--- config.mk ---
export PLATFORM = sky130hd
export DESIGN_NAME = irrx_capture
export DESIGN_NICKNAME = d
export VERILOG_FILES = /design/src/rtl/irrx_pkg.sv /design/src/rtl/irrx_tick.sv /design/src/rtl/irrx_measure.sv /design/src/rtl/irrx_fifo.sv /design/src/rtl/irrx_capture.sv
export SDC_FILE = /design/constraint.sdc
export NUM_CORES = 1
export LEC_CHECK = 0
export ABC_CLOCK_PERIOD_IN_PS = 7000
export BUFFER_PORTS_ARGS = -buffer_cell sky130_fd_sc_hd__buf_4
export CORE_ASPECT_RATIO = 1.25
export CORE_MARGIN = 5
export CORE_UTILIZATION = 64
export CTS_BUF_LIST = sky130_fd_sc_hd__clkbuf_2 sky130_fd_sc_hd__clkbuf_4 sky130_fd_sc_hd__clkbuf_8
export CTS_CLUSTER_DIAMETER = 150
export DETAILED_ROUTE_END_ITERATION = 12
export PLACE_DENSITY = 0.83
export REMOVE_ABC_BUFFERS = 1
export SLEW_MARGIN = 20
export SYNTH_ARGS = -nofsm -noshare
export SYNTH_HDL_FRONTEND = slang
export SYNTH_SLANG_ARGS = --single-unit
--- constraint.sdc ---
create_clock -name clk -period 7 [get_ports clk]
set_clock_uncertainty 0.15 [all_clocks]
set_input_delay 0.7 -clock clk [delete_from_list [all_inputs] [get_ports clk]]
set_output_delay 0.7 -clock clk [all_outputs]
set_load 0.005 [all_outputs]
--- src/rtl/irrx_pkg.sv ---
package irrx_pkg;

    localparam int ADDR_W = 8;
    localparam int CNT_W  = 16;

    localparam logic [ADDR_W-1:0] A_ENABLE = 8'h00;
    localparam logic [ADDR_W-1:0] A_CONFIG = 8'h04;
    localparam logic [ADDR_W-1:0] A_BUSY   = 8'h1C;
    localparam logic [ADDR_W-1:0] A_COUNT  = 8'h20;
    localparam logic [ADDR_W-1:0] A_DATA   = 8'h24;
    localparam logic [ADDR_W-1:0] A_MASK   = 8'h28;
    localparam logic [ADDR_W-1:0] A_STATUS = 8'h2C;
    localparam logic [ADDR_W-1:0] A_CLEAR  = 8'h30;
    localparam logic [ADDR_W-1:0] A_START  = 8'h34;

    // cause indices: receive, timeout, overflow
    localparam int C_RCV = 0;
    localparam int C_TMO = 1;
    localparam int C_OVF = 2;
    localparam int NCAUSE = 3;

    localparam int ST_RAW_LSB = 24;
    localparam int ST_MSK_LSB = 8;
    localparam int CLR_LSB    = 16;

    localparam logic [31:0] CFG_RESET = 32'h3E80_0080;

    typedef enum logic [1:0] {
        MS_OFF,
        MS_WAIT,
        MS_PULSE,
        MS_GAP
    } meas_state_t;

    typedef struct packed {
        logic [CNT_W-1:0] gap;
        logic [CNT_W-1:0] pulse;
    } sym_t;

    function automatic logic [CNT_W-1:0] sat_inc(input logic [CNT_W-1:0] v);
        return (v == {CNT_W{1'b1}}) ? v : v + 1'b1;
    endfunction

endpackage

--- src/rtl/irrx_tick.sv ---
module irrx_tick #(
    parameter int PW = 7
) (
    input  logic          clk,
    input  logic          rst_n,
    input  logic          clear,
    input  logic [PW-1:0] presc,
    output logic          tick
);
    logic [PW-1:0] us_q;
    logic [3:0]    dec_q;
    logic          us_wrap;
    logic          dec_wrap;

    assign us_wrap  = (us_q == presc);
    assign dec_wrap = (dec_q == 4'd9);
    assign tick     = us_wrap && dec_wrap;

    always_ff @(posedge clk or negedge rst_n) begin
        if (!rst_n) begin
            us_q  <= '0;
            dec_q <= '0;
        end else if (clear) begin
            us_q  <= '0;
            dec_q <= '0;
        end else if (us_wrap) begin
            us_q  <= '0;
            dec_q <= dec_wrap ? 4'd0 : dec_q + 4'd1;
        end else begin
            us_q <= us_q + 1'b1;
        end
    end
endmodule

--- src/rtl/irrx_measure.sv ---
module irrx_measure
    import irrx_pkg::*;
#(
    parameter int PW = 7
) (
    input  logic             clk,
    input  logic             rst_n,
    input  logic             armed,
    input  logic             ir_in,
    input  logic [PW-1:0]    presc,
    input  logic [CNT_W-1:0] max_w,
    output logic             push,
    output sym_t             sym,
    output logic             timeout_evt
);
    meas_state_t state_q, state_d;
    logic s1_q, s2_q, s3_q;
    logic rise, fall;
    logic [CNT_W-1:0] pulse_q, gap_q;
    logic [CNT_W:0]   sum;
    logic counting, hit, tick, tick_clr;

    always_ff @(posedge clk or negedge rst_n) begin
        if (!rst_n) begin
            s1_q <= 1'b0;
            s2_q <= 1'b0;
            s3_q <= 1'b0;
        end else begin
            s1_q <= ir_in;
            s2_q <= s1_q;
            s3_q <= s2_q;
        end
    end

    assign rise     = s2_q && !s3_q;
    assign fall     = !s2_q && s3_q;
    assign counting = (state_q == MS_PULSE) || (state_q == MS_GAP);
    assign sum      = {1'b0, pulse_q} + {1'b0, gap_q};
    assign hit      = counting && (sum >= {1'b0, max_w});
    assign tick_clr = rise || fall || !counting;

    irrx_tick #(.PW(PW)) u_tick (
        .clk   (clk),
        .rst_n (rst_n),
        .clear (tick_clr),
        .presc (presc),
        .tick  (tick)
    );

    // state register
    always_ff @(posedge clk or negedge rst_n) begin
        if (!rst_n) state_q <= MS_OFF;
        else        state_q <= state_d;
    end

    // next state
    always_comb begin
        state_d = state_q;
        unique case (state_q)
            MS_OFF:   state_d = MS_WAIT;
            MS_WAIT:  if (rise) state_d = MS_PULSE;
            MS_PULSE: if (hit) state_d = MS_WAIT;
                      else if (fall) state_d = MS_GAP;
            MS_GAP:   if (hit) state_d = MS_WAIT;
                      else if (rise) state_d = MS_PULSE;
            default:  state_d = MS_OFF;
        endcase
        if (!armed) state_d = MS_OFF;
    end

    // width counters
    always_ff @(posedge clk or negedge rst_n) begin
        if (!rst_n) begin
            pulse_q <= '0;
            gap_q   <= '0;
        end else if (rise && !hit && (state_q == MS_WAIT || state_q == MS_GAP)) begin
            pulse_q <= '0;
            gap_q   <= '0;
        end else if (tick && state_q == MS_PULSE) begin
            pulse_q <= sat_inc(pulse_q);
        end else if (tick && state_q == MS_GAP) begin
            gap_q <= sat_inc(gap_q);
        end
    end

    // outputs
    always_comb begin
        push        = 1'b0;
        timeout_evt = 1'b0;
        sym.pulse   = pulse_q;
        sym.gap     = gap_q;
        if (armed) begin
            unique case (state_q)
                MS_PULSE: begin
                    push        = hit;
                    timeout_evt = hit;
                end
                MS_GAP: begin
                    push        = hit || rise;
                    timeout_evt = hit;
                end
                default: ;
            endcase
        end
    end

    assert_gap_zero_in_pulse_R3: assert property (@(posedge clk) disable iff (!rst_n)
        (state_q == MS_PULSE) |-> (gap_q == '0));

    assert_expire_leaves_R4: assert property (@(posedge clk) disable iff (!rst_n)
        timeout_evt |=> (state_q == MS_WAIT || state_q == MS_OFF));

endmodule

--- src/rtl/irrx_fifo.sv ---
module irrx_fifo #(
    parameter int W     = 32,
    parameter int DEPTH = 8
) (
    input  logic         clk,
    input  logic         rst_n,
    input  logic         push,
    input  logic [W-1:0] wdata,
    input  logic         pop,
    output logic [W-1:0] head,
    output logic [$clog2(DEPTH):0] count,
    output logic         full,
    output logic         empty
);
    localparam int AW = $clog2(DEPTH);

    logic [W-1:0]  mem [DEPTH];
    logic [AW-1:0] wp_q, rp_q;
    logic [AW:0]   cnt_q;
    logic do_push, do_pop;

    assign full    = (cnt_q == (AW+1)'(DEPTH));
    assign empty   = (cnt_q == '0);
    assign do_pop  = pop && !empty;
    assign do_push = push && (!full || do_pop);
    assign head    = empty ? '0 : mem[rp_q];
    assign count   = cnt_q;

    always_ff @(posedge clk) begin
        if (do_push) mem[wp_q] <= wdata;
    end

    always_ff @(posedge clk or negedge rst_n) begin
        if (!rst_n) begin
            wp_q  <= '0;
            rp_q  <= '0;
            cnt_q <= '0;
        end else begin
            if (do_push) wp_q <= (wp_q == AW'(DEPTH-1)) ? '0 : wp_q + 1'b1;
            if (do_pop)  rp_q <= (rp_q == AW'(DEPTH-1)) ? '0 : rp_q + 1'b1;
            if (do_push && !do_pop)      cnt_q <= cnt_q + 1'b1;
            else if (do_pop && !do_push) cnt_q <= cnt_q - 1'b1;
        end
    end

    assert_count_bound_R5: assert property (@(posedge clk) disable iff (!rst_n)
        cnt_q <= (AW+1)'(DEPTH));

    assert_pushpop_same_R11: assert property (@(posedge clk) disable iff (!rst_n)
        (do_push && do_pop) |=> $stable(cnt_q));

endmodule

--- src/rtl/irrx_capture.sv ---
module irrx_capture
    import irrx_pkg::*;
#(
    parameter int DEPTH       = 8,
    parameter int BUSY_CYCLES = 8
) (
    input  logic              clk,
    input  logic              rst_n,
    input  logic              bus_sel,
    input  logic              bus_wr,
    input  logic [ADDR_W-1:0] bus_addr,
    input  logic [31:0]       bus_wdata,
    output logic [31:0]       bus_rdata,
    input  logic              ir_in,
    output logic              irq
);
    localparam int QW = $clog2(DEPTH) + 1;
    localparam int BW = $clog2(BUSY_CYCLES + 1);

    logic        enable_q, armed_q;
    logic [31:0] cfg_q;
    logic [NCAUSE-1:0] mask_q, pend_q, set_v, clr_v, shown;
    logic [BW-1:0] busy_q;

    logic wr, rd, pop;
    logic sym_push, tmo_evt;
    sym_t sym;
    logic [31:0] head;
    logic [QW-1:0] count;
    logic full, empty;
    logic [QW:0] after_cnt;
    logic [6:0]  thr;

    assign wr  = bus_sel && bus_wr;
    assign rd  = bus_sel && !bus_wr;
    assign pop = rd && (bus_addr == A_DATA);

    irrx_measure #(.PW(7)) u_meas (
        .clk         (clk),
        .rst_n       (rst_n),
        .armed       (armed_q),
        .ir_in       (ir_in),
        .presc       (cfg_q[6:0]),
        .max_w       (cfg_q[31:16]),
        .push        (sym_push),
        .sym         (sym),
        .timeout_evt (tmo_evt)
    );

    irrx_fifo #(.W(32), .DEPTH(DEPTH)) u_fifo (
        .clk   (clk),
        .rst_n (rst_n),
        .push  (sym_push),
        .wdata (sym),
        .pop   (pop),
        .head  (head),
        .count (count),
        .full  (full),
        .empty (empty)
    );

    // control registers
    always_ff @(posedge clk or negedge rst_n) begin
        if (!rst_n) begin
            enable_q <= 1'b0;
            armed_q  <= 1'b0;
            cfg_q    <= CFG_RESET;
            mask_q   <= '0;
            busy_q   <= '0;
        end else begin
            if (busy_q != '0) busy_q <= busy_q - 1'b1;
            if (wr) begin
                unique case (bus_addr)
                    A_ENABLE: begin
                        enable_q <= bus_wdata[0];
                        if (!bus_wdata[0]) armed_q <= 1'b0;
                        if (bus_wdata[0] && !enable_q) busy_q <= BW'(BUSY_CYCLES);
                    end
                    A_CONFIG: cfg_q  <= bus_wdata;
                    A_MASK:   mask_q <= bus_wdata[NCAUSE-1:0];
                    A_START:  if (enable_q) armed_q <= 1'b1;
                    default: ;
                endcase
            end
        end
    end

    // interrupt causes
    assign after_cnt = {1'b0, count} + 1'b1 - {{QW{1'b0}}, (pop && !empty)};
    assign thr       = {1'b0, cfg_q[13:8]} + 7'd1;

    always_comb begin
        set_v        = '0;
        set_v[C_RCV] = sym_push && (!full || (pop && !empty)) &&
                       ({{(7 > QW+1 ? 7-QW-1 : 0){1'b0}}, after_cnt} >= thr);
        set_v[C_TMO] = tmo_evt;
        set_v[C_OVF] = sym_push && full && !pop;
        clr_v = (wr && bus_addr == A_CLEAR) ? bus_wdata[CLR_LSB +: NCAUSE] : '0;
    end

    always_ff @(posedge clk or negedge rst_n) begin
        if (!rst_n) pend_q <= '0;
        else        pend_q <= set_v | (pend_q & ~clr_v);
    end

    assign shown = pend_q & ~mask_q;
    assign irq   = |shown;

    // read mux
    always_comb begin
        bus_rdata = '0;
        if (rd) begin
            unique case (bus_addr)
                A_ENABLE: bus_rdata = {31'b0, enable_q};
                A_CONFIG: bus_rdata = cfg_q;
                A_BUSY:   bus_rdata = {31'b0, (busy_q != '0)};
                A_COUNT:  bus_rdata = 32'(count);
                A_DATA:   bus_rdata = head;
                A_MASK:   bus_rdata = {{(32-NCAUSE){1'b0}}, mask_q};
                A_STATUS: begin
                    bus_rdata[ST_RAW_LSB +: NCAUSE] = pend_q;
                    bus_rdata[ST_MSK_LSB +: NCAUSE] = shown;
                end
                default: bus_rdata = '0;
            endcase
        end
    end

    assert_mask_all_R9: assert property (@(posedge clk) disable iff (!rst_n)
        (mask_q == '1) |-> !irq);

    assert_clear_rcv_R8: assert property (@(posedge clk) disable iff (!rst_n)
        (wr && bus_addr == A_CLEAR && bus_wdata[CLR_LSB] && !set_v[C_RCV])
            |=> !pend_q[C_RCV]);

    assert_ovf_hold_R7: assert property (@(posedge clk) disable iff (!rst_n)
        (sym_push && full && !pop) |=> (count == QW'(DEPTH)));

    assert_disarm_R10: assert property (@(posedge clk) disable iff (!rst_n)
        (wr && bus_addr == A_ENABLE && !bus_wdata[0]) |=> !sym_push);

endmodule

Word-level counts from Yosys, hierarchy flattened
Memory sizes are Yosys's and may differ from the RTL's.
Index checks and enable logic that the tools add are counted.
{"block": "word_totals", "reg_bits": 102, "mem_bits_rw": 256, "input_bits": 45, "word_cells": 159, "n_memories": 1}
{"name": "u_fifo.mem", "words": 8, "width": 32, "rd": 1, "rd_clocked_by_memory_dff": 0, "write_ports": 1, "line": "irrx_fifo.sv:17", "text": "logic [W-1:0] mem [DEPTH];"}
{"block": "op_classes", "addsub": 13, "order_cmp": 2, "eq_ne": 24, "n_mux": 43, "bitwise_logic": 5, "n_reduce_logical": 54}
{"op": "2-to-1 mux 16 bit", "n": 7}
{"op": "2-to-1 mux 32 bit", "n": 2}
{"op": "equality test 8 x 6 -> 1 bit (second input constant)", "n": 6}
{"op": "case mux 8 bit (6 select lines)", "n": 1}
{"op": "2-to-1 mux 4 bit", "n": 9}
{"op": "adder 16 x 1 -> 16 bit (second input constant)", "n": 2}
{"op": "equality test 16 bit (second input constant)", "n": 2}
{"op": "case mux 13 bit (2 select lines)", "n": 1}
{"op": "logical AND 1 bit", "n": 20}
{"op": "case mux 3 bit (3 select lines)", "n": 2}
{"op": "adder 16 x 16 -> 17 bit", "n": 1}
{"op": "greater-or-equal comparator 17 x 16 -> 1 bit", "n": 1}
{"op": "2-to-1 mux 7 bit", "n": 2}
{"op": "zero test 1 bit", "n": 11}
{"op": "2-to-1 mux 2 bit", "n": 5}
{"op": "case mux 5 bit (2 select lines)", "n": 1}
{"op": "nonzero test 2 bit", "n": 5}
{"op": "2-to-1 mux 3 bit", "n": 3}
{"op": "adder 4 x 1 -> 4 bit (second input constant)", "n": 2}
{"op": "equality test 4 bit (second input constant)", "n": 2}
{"op": "equality test 8 x 3 -> 1 bit (second input constant)", "n": 1}
{"op": "equality test 8 x 5 -> 1 bit (second input constant)", "n": 1}
{"op": "zero test 8 bit", "n": 1}
{"op": "case mux 2 bit (4 select lines)", "n": 1}
{"op": "28 further kinds", "n": 52}

Depth between registers and ports, before layout
Gate-level depths: netlist of run 1.
{"block": "logic_depth", "word_depth": 11, "mapped_depth": 24, "mapped_depth_nobuf": 23}

Modules after synthesis
A second synthesis of run 1 with hierarchy kept.
{"block": "unflattened", "cells_unflattened": 1125, "hier_area_um2": 16832.4}
{"mod": "irrx_fifo", "n_inst": 1, "cells_each": 439, "area_per_inst_um2": 10217.3, "seq_area_each_um2": 7937.6}
{"mod": "irrx_measure", "n_inst": 1, "cells_each": 365, "area_per_inst_um2": 3176.8, "seq_area_each_um2": 925.9}
{"mod": "irrx_capture", "n_inst": 1, "cells_each": 257, "area_per_inst_um2": 2808.9, "seq_area_each_um2": 1109.8}
{"mod": "irrx_tick", "n_inst": 1, "cells_each": 64, "area_per_inst_um2": 629.4, "seq_area_each_um2": 275.3}

Worst setup path after synthesis of run 1
Ideal clock, no wire load.
{"block": "synth_timing", "path_kind": "register to register", "from": "register u_meas.gap_q[0]", "to": "register u_fifo.cnt_q[3] (netlist: u_fifo.count[3])", "setup_time_ns": 0.125, "t_arrival_ns": 4.611, "required_time_ns": 6.725, "setup_slack_ns": 2.114, "stages_incl_launch_ff": 25, "n_path_buf": 1, "cell_sequence": "dfrtp_1 > ha_1 > inv_1 > fa_1 > nor2b_1 > o31a_1 > o21ai_0 > o21bai_1 > a21oi_1 > xnor2_1 > ha_1 > a21o_1 > a211oi_1 > o211ai_1 > o31ai_1 > a31oi_2 > buf_4 > ha_1 > inv_1 > ha_1 > a21o_1 > a21oi_1 > xnor2_1 > nor2_1 > xnor2_1"}
{"block": "synth_via", "elab_chain_cells": 10}
{"item": "from (decl)", "line": "irrx_measure.sv:19", "text": "logic [CNT_W-1:0] pulse_q, gap_q;"}
{"item": "from (signal assigned)", "line": "irrx_measure.sv:82", "text": "gap_q <= sat_inc(gap_q);"}
{"item": "adder 16 x 16 -> 17 bit *", "line": "irrx_measure.sv:38", "text": "assign sum = {1'b0, pulse_q} + {1'b0, gap_q};"}
{"item": "greater-or-equal comparator 17 x 16 -> 1 bit *", "line": "irrx_measure.sv:39", "text": "assign hit = counting && (sum >= {1'b0, max_w});"}
{"item": "logical AND 1 bit *", "line": "irrx_measure.sv:39"}
{"item": "logical OR 1 bit", "line": "irrx_measure.sv:99", "text": "push = hit || rise;"}
{"item": "case mux 1 bit (2 select lines) *", "line": "irrx_measure.sv:93", "text": "unique case (state_q)"}
{"item": "2-to-1 mux 1 bit *", "line": "irrx_measure.sv:92", "text": "if (armed) begin"}
{"item": "logical AND 1 bit *", "line": "irrx_fifo.sv:25", "text": "assign do_push = push && (!full || do_pop);"}
{"item": "net u_fifo.do_push", "line": "irrx_fifo.sv:20", "text": "logic do_push, do_pop;"}
{"item": "zero test 1 bit", "line": "irrx_fifo.sv:42", "text": "else if (do_pop && !do_push) cnt_q <= cnt_q - 1'b1;"}
{"item": "logical AND 1 bit", "line": "irrx_fifo.sv:42"}
{"item": "nonzero test 2 bit (no line)"}
{"item": "to (signal assigned)", "line": "irrx_fifo.sv:41", "text": "if (do_push && !do_pop) cnt_q <= cnt_q + 1'b1;"}
{"item": "to (signal assigned)", "line": "irrx_fifo.sv:42"}
{"item": "to (decl)", "line": "irrx_fifo.sv:19", "text": "logic [AW:0] cnt_q;"}
Mark *: on every way through the listed nets, which the timed path passes. The rest lies on a longest branch.
A chain may end at the register's enable or synchronous reset.

Worst setup path in the final report of run 1
{"block": "layout_timing", "from": "register u_meas.gap_q[0]", "to": "register u_fifo.cnt_q[3] (netlist: u_fifo.count[3])"}
{"block": "layout_via", "elab_chain_cells": 10}
{"item": "adder 16 x 16 -> 17 bit *", "line": "irrx_measure.sv:38"}
{"item": "greater-or-equal comparator 17 x 16 -> 1 bit *", "line": "irrx_measure.sv:39"}
{"item": "logical AND 1 bit *", "line": "irrx_measure.sv:39"}
{"item": "logical OR 1 bit", "line": "irrx_measure.sv:99"}
{"item": "case mux 1 bit (2 select lines) *", "line": "irrx_measure.sv:93"}
{"item": "2-to-1 mux 1 bit *", "line": "irrx_measure.sv:92"}
{"item": "logical AND 1 bit *", "line": "irrx_fifo.sv:25"}
{"item": "zero test 1 bit", "line": "irrx_fifo.sv:42"}
{"item": "logical AND 1 bit", "line": "irrx_fifo.sv:42"}
{"item": "nonzero test 2 bit (no line)"}
Mark *: on every way between the ends. The rest lies on a longest branch, timed or not.

==> results of run 1 <==
-- state kept, by name, summed over array words and instances, names as in the netlist --
signal               flops
u_meas.u_tick.us_q       7
u_fifo.wp_q              3
pend_q                   3
u_fifo.mem             256
cfg_q                   32
u_meas.u_tick.dec_q      4
armed_q                  1
u_meas.state_q           2
u_meas.s2_q              1
u_meas.gap_q            16
u_fifo.count             4
busy_q                   4
enable_q                 1
u_meas.s1_q              1
u_meas.pulse_q          16
u_fifo.rp_q              3
mask_q                   3
u_meas.s3_q              1
-- worst register-to-register path, stage by stage, from the launching register on --
cell and delay, ps:
dfrtp_1 600, ha_1 270, inv_1 70, fa_1 400
nor2b_1 180, o31a_1 220, o21ai_0 180, o21bai_1 180
a21oi_1 100, xnor2_1 140, ha_1 300, a21o_1 170
a211oi_1 320, o211ai_1 170, o31ai_1 430, a31oi_2 340
ha_1 320, inv_1 110, ha_1 250, a21o_1 180
a21oi_1 170, xnor2_1 130, nor2_1 70, xnor2_1 120
-- cells by family (layout without fill, tap and decap cells) --
group,count (synthesis),after routing,share of synthesized area (%)
AOI/OAI and AO/OA,171,171,6.80
DFF,358,358,61.8
and+or+nand+nor,251,251,7.79
muxes,138,138,13.7
buffers and inverters,93,243,2.14
xor gates and xnor gates,56,56,2.96
adders and majority gates,63,63,4.84
-- power by group --
part | internal, mW | switching (mW) | leakage [nW]
Clock | 0.993 | 0.778 | 0.590
Combinational | 0.0663 | 0.0754 | 2.72
Sequential | 2.27 | 0.0227 | 4.33
-- timing repair --
item                                    in CTS  in global routing
hold buffers                                 1                  0
buffers inserted                             0                  0
hold endpoints to repair                    39                  0
endpoints found under the setup margin       0                  0
-- placed cells by master, fill, tap and decap left out, drive strengths merged, types with 5 or more instances in the layout --
master | netlist | layout
buf | 12 | 96
nand2 | 51 | 51
mux2i | 5 | 5
or3 | 5 | 5
dfstp | 7 | 7
nor2 | 69 | 69
mux2 | 69 | 69
clkbuf | 33 | 76
a22oi | 28 | 28
mux4 | 64 | 64
nand3 | 24 | 24
nand2b | 8 | 8
o21a | 5 | 5
a21o | 6 | 6
inv | 48 | 48
ha | 61 | 61
edfxtp | 256 | 256
nor3 | 24 | 24
and3 | 10 | 10
clkinv | 0 | 14
nor2b | 6 | 6
nand4 | 8 | 8
a21oi | 62 | 62
o21ai | 22 | 22
nor4 | 15 | 15
xor2 | 14 | 14
xnor2 | 42 | 42
a211oi | 8 | 8
dfrtp | 95 | 95
-- per-layer routing --
layer  wire (microns)  global-route usage (%)  vias to the layer above
li1                 -                       -                     4581
met1            14600                    34.4                     5221
met2            19600                    45.5                      470
met3             2860                    4.64                       73
met4             1030                    8.90                        0
met5                0                       0                        -
-- synthesized netlist by cell type (all sizes together), types with 4 or more instances --
master  count  area share, %
xor2       14           0.74
o21a        5           0.23
nor2b       6           0.23
xnor2      42            2.2
nor4       15           0.60
ha         61            4.6
dfstp       7            1.1
o21ai      22           0.66
and4b       4           0.24
nand4       8           0.30
a222oi      4           0.24
nor3       24           0.72
edfxtp    256             46
a211o       4           0.21
mux2       69            4.7
a21o        6           0.27
or3         5           0.19
and3       10           0.38
a22oi      28            1.3
nand3      24           0.72
clkbuf     33           0.75
nor2       69            1.6
nand2      51            1.2
nand2b      8           0.30
buf        12           0.31
a31oi       4           0.19
mux4       64            8.7
o31ai       4           0.18
mux2i       5           0.30
inv        48            1.1
a211oi      8           0.44
dfrtp      95             14
a21oi      62            1.9
and4        4           0.21
-- metrics by stage --
step	utilization, %	hold slack [ps]	total power [mW]	cell area [sq um]
CTS	72.7	67.5	4.23	18700
global route	72.7	58.9	4.35	18700
global placement	68.3	189	2.47	17600
floorplan	-	181	2.41	16400
detailed placement	68.3	215	2.48	17600
finish	72.7	93.2	4.21	18700
-- worst max path at each step --
stage | end | depth (start not counted)
final | u_fifo.count[3] | 23
after global routing | u_fifo.count[3] | 23
after CTS | u_fifo.mem[4][12] | 17
after detailed placement | u_fifo.mem[4][24] | 17
after global placement | u_fifo.mem[6][28] | 17
after floorplan | u_meas.pulse_q[12] | 16
-- final cells by class --
class                           instances  area (sq um)  area share [%]
Sequential cell                       358         10300            54.7
Multi-Input combinational cell        679          6020            32.1
Clock buffer                           76           915            4.88
Timing Repair Buffer                   97           731            3.90
Tap cell                              340           425            2.27
Clock inverter                         22           216            1.16
Inverter                               48           180           0.962
==> results.cfg, run 1 <==
[run_status]
status = completed

[detailed_routing]
wire_per_inst_microns = 23.5
via_per_inst = 6.39
postRouteWirelength_mm = 38.0
initialDrtViolationCount = 1008
vias = 10345
dr.pass1.iters = 5
drc = 0
ant_nets = 0

[setup_path]
arrival_ps = 5970
startpoint = u_meas.gap_q[0]
crit_top_cell = ha_1
critPathLaunchType = flop
critPathMaxFanout = 15
cpMaxStageDelayCell = dfrtp_1
crit_chain = ha_1 -> inv_1 -> fa_1 -> nor2b_1 -> o31a_1 -> o21ai_0 -> o21bai_1 -> a21oi_1 -> xnor2_1 -> ha_1 -> a21o_1 -> a211oi_1 -> o211ai_1 -> o31ai_1 -> a31oi_2 -> ha_1 -> inv_1 -> ha_1 -> a21o_1 -> a21oi_1 -> xnor2_1 -> nor2_1 -> xnor2_1
cp.required_ps = 7320
crit_family = compound AO/OA/AOI/OAI gates
slowest_delay_ps = 600
r2r_end = u_fifo.count[3]
crit_path_end_kind = flop
reg2reg_from = u_meas.gap_q[0]
path_buf_inv = 2
reg2reg_slack_ps = 1340
path_class = flop to flop
rr_worst_depth = 23

[clock_tree]
clock-sinks = 358
cts-resized-gates = 0
path_clk_slew_ps = 70
root_buffer = clkbuf_8
cts.htree.levels = 2
cts_buffer_depth = 3
numCtsBuffers = 52
cts_tree = yes
clock_latency_ps = 590

[pwr]
p_leak_nw = 7.65
vdd_ir_drop_max_mv = 0.158
power-per-cell-area_nw_per_um2 = 224

[timing]
fin_tns_setup_ps = 0
finalCritPeriodShare_pct = 80.8
max_slew_margin_pct = 29.1
worst_slack_ps = 1340
tightest_slew_ps = 1060
setup_violations = 0
fmax_mhz = 177
rsz0062_at_grt = no
finalHoldViolCount = 0
maxSlewViolCount = 0
min_period_ps = 5660

[logic_synthesis]
async_reset_ff_share_pct = 28.5
ys_seq_area_share_pct = 61.8
synth_cells = 1130
ys_seq_elements = 358
synthFlopType = edfxtp_1
yosysUniqueCellTypes = 66
synth_area_sq_um = 16600
synth_edf_count = 256
yosys_warnings = 0
synth_area_per_cell_sq_um = 14.7

[final_layout]
fillCellCount = 1621
final-instance-count-excl-fill = 1620
syn2layout_area_growth_pct = 13.0
drive_gt1_share_pct = 26.6
nets = 1344
diodes = 0

[min_path]
hold_end = u_meas.s1_q
hold_depth = 1
hold_start = ir_in
hp-class = primary input to flop

[floorplanning]
start_util_pct = 64.4
rows = 66
io_pins = 78
core_sq_um = 25800
fp.dieW_microns = 154
die_area_sq_um = 29300
die_y_microns = 190

[placement]
hpwlAfterDp_mm = 24.2
dp_slack_ps = 1440
numPortBuffers = 77
dp.cells = 1521
place_congestion = 0.968

[grt]
grt_max_degree = 59
grt_pass1_wl_mm = 59.4
track_usage_pct = 26.4
grt_pass1_vias = 10665
antenna_found_initial = 0
grt-ovfl-total = 0

[job]
drv_cap = 0
Note: power is estimated with default switching activity, not from simulation.
==> inputs of run 2 (changes only) <==
- ABC_CLOCK_PERIOD_IN_PS: 7000 -> 4900
- CORE_UTILIZATION: 64 -> 58
- PLACE_DENSITY: 0.83 -> 0.79
- clock period: 7 -> 4.9 ns (I/O delays scaled with it)
==> run 2 against run 1 <==
Compared with the run above:
- die area increased by 9.7%
- via count is 2.1% higher
- maximum frequency grew 21%
- worst setup slack worse by 1100 ps
- register-to-register slack got worse by 1100 ps
- hold slack got worse by 58 ps
- clock power grew 37%
==> results.cfg, run 2 (synthesized netlist as in run 1, its figures left out) <==
[floorplanning]
die_area_sq_um = 32100
fp.dieW_microns = 161
start_util_pct = 58.6
core_sq_um = 28300
io_pins = 78
rows = 69
die_y_microns = 199

[grt]
grt-ovfl-total = 0
grt_max_degree = 64
track_usage_pct = 25.0
grt_pass1_vias = 10852
grt_pass1_wl_mm = 61.3
antenna_found_initial = 0

[timing]
finalCritPeriodShare_pct = 95.8
whs_ps = 34.8
min_period_ps = 4690
max_slew_margin_pct = 38.4
tightest_slew_ps = 924
finalHoldViolCount = 0
worst_slack_ps = 208
maxSlewViolCount = 0
fmax_mhz = 213
setup_violations = 0

[final_layout]
postLayoutCoreUtil_pct = 68.5
largest_reg_flops = 256
final_common_cell = edfxtp_1
diodes = 0
nets = 1406
syn2layout_area_growth_pct = 16.9
top_regs = u_fifo.mem (256), cfg_q (32)
final_cell_mix = edfxtp_1, buf_4, dfrtp_1, mux2_2, nor2_1
drive_gt1_share_pct = 28.3
final-instance-count-excl-fill = 1693
regMostFlops = u_fifo.mem

[clock_tree]
path_clk_slew_ps = 70
cts_buffer_depth = 3
clock_latency_ps = 600
cts_tree = yes
numCtsBuffers = 52
root_buffer = clkbuf_8
cts.htree.levels = 2
clock-sinks = 358

[detailed_routing]
wire_per_inst_microns = 23.3
dr.pass1.iters = 6
drc = 0
ant_nets = 0
initialDrtViolationCount = 1159
postRouteWirelength_mm = 39.4
via_per_inst = 6.24
vias = 10566

[placement]
dp_slack_ps = -107
numPortBuffers = 77
hpwlAfterDp_mm = 24.2
dp.cells = 1562
place_congestion = 0.936

[min_path]
hp-class = primary input to flop

[setup_path]
critPathLaunchType = flop
critPathMaxFanout = 4
cp.required_ps = 5220
arrival_ps = 5010
path_class = flop to flop
crit_path_end_kind = flop

[pwr]
vdd_ir_drop_max_mv = 0.154
power-per-cell-area_nw_per_um2 = 306
p_leak_nw = 7.93

[run_status]
status = completed

[job]
drv_cap = 0
## run 2: worst paths after layout
| check | start | to | slack (ps) | depth (start not counted) |
|---|---|---|---|---|
| setup / recovery | u_meas.gap_q[0] | u_fifo.count[3] | 210 | 23 |
| hold / removal | bus_wdata[16] | cfg_q[16] | 30 | 2 |
| setup reg to reg | u_meas.gap_q[0] | u_fifo.count[3] | 210 | 23 |
| hold reg to reg | u_meas.s1_q | u_meas.s2_q | 220 | 0 |
| max in group asynchronous | rst_n | cfg_q[22] | 3070 | 3 |
| min in group asynchronous | rst_n | cfg_q[15] | 430 | 2 |
## run 2: final cells by class
class / instances / area, sq um
sequential: 358 / 10300
fill: 1874 / 8930
multi-input combinational: 679 / 6070
timing repair buffer: 159 / 1370
clock buffer: 69 / 881
tap: 355 / 444
clock inverter: 25 / 188
inverter: 48 / 180
## run 2: report_power, final
group	total, mW	internal (mW)	switching, mW
clock	2.42	1.33	1.09
sequential	3.28	3.24	0.0340
combinational	0.227	0.115	0.113
total	5.93	4.68	1.24
## run 2: what timing repair did
action | CTS | global route
buffers inserted | 0 | 5
endpoints found under the hold margin | 94 | 0
setup endpoints to repair | 1 | 2
hold buffers | 32 | 0
resized for setup | 2 | 12
pin swaps | 0 | 10
## run 2: per-layer routing
metal / part of all wire [%] / GRT usage, %
met3: 6.4 / 3.86
met2: 51 / 42.1
met1: 40 / 33.5
met5: 0 / 0
met4: 3.3 / 9.61
## run 2: worst max-delay path: stages, from the launching register on
cell     delay [ps]
dfrtp_1         410
ha_4            190
inv_1            70
fa_2            210
nor2b_2          60
o31a_1          340
o211a_1         270
or2_2           300
a31oi_1         220
xnor2_1         140
ha_1            260
a21o_1          170
a32oi_1         160
nand2_1         170
nor2_2          150
a31oi_2         120
ha_2            230
inv_2            70
ha_1            230
a21o_1          190
a21oi_2         150
xnor2_1         120
nor2_1           70
xnor2_1         120
## run 2: metrics by stage
step                      setup TNS, ps  cell area [sq um]  total power, mW
after floorplan                  -19410              16400             3.44
after CTS                             0              19300             5.97
after global routing              -71.0              19400             6.14
final                                 0              19400             5.93
after detailed placement           -107              17900             3.54
after global placement                0              17900             3.53
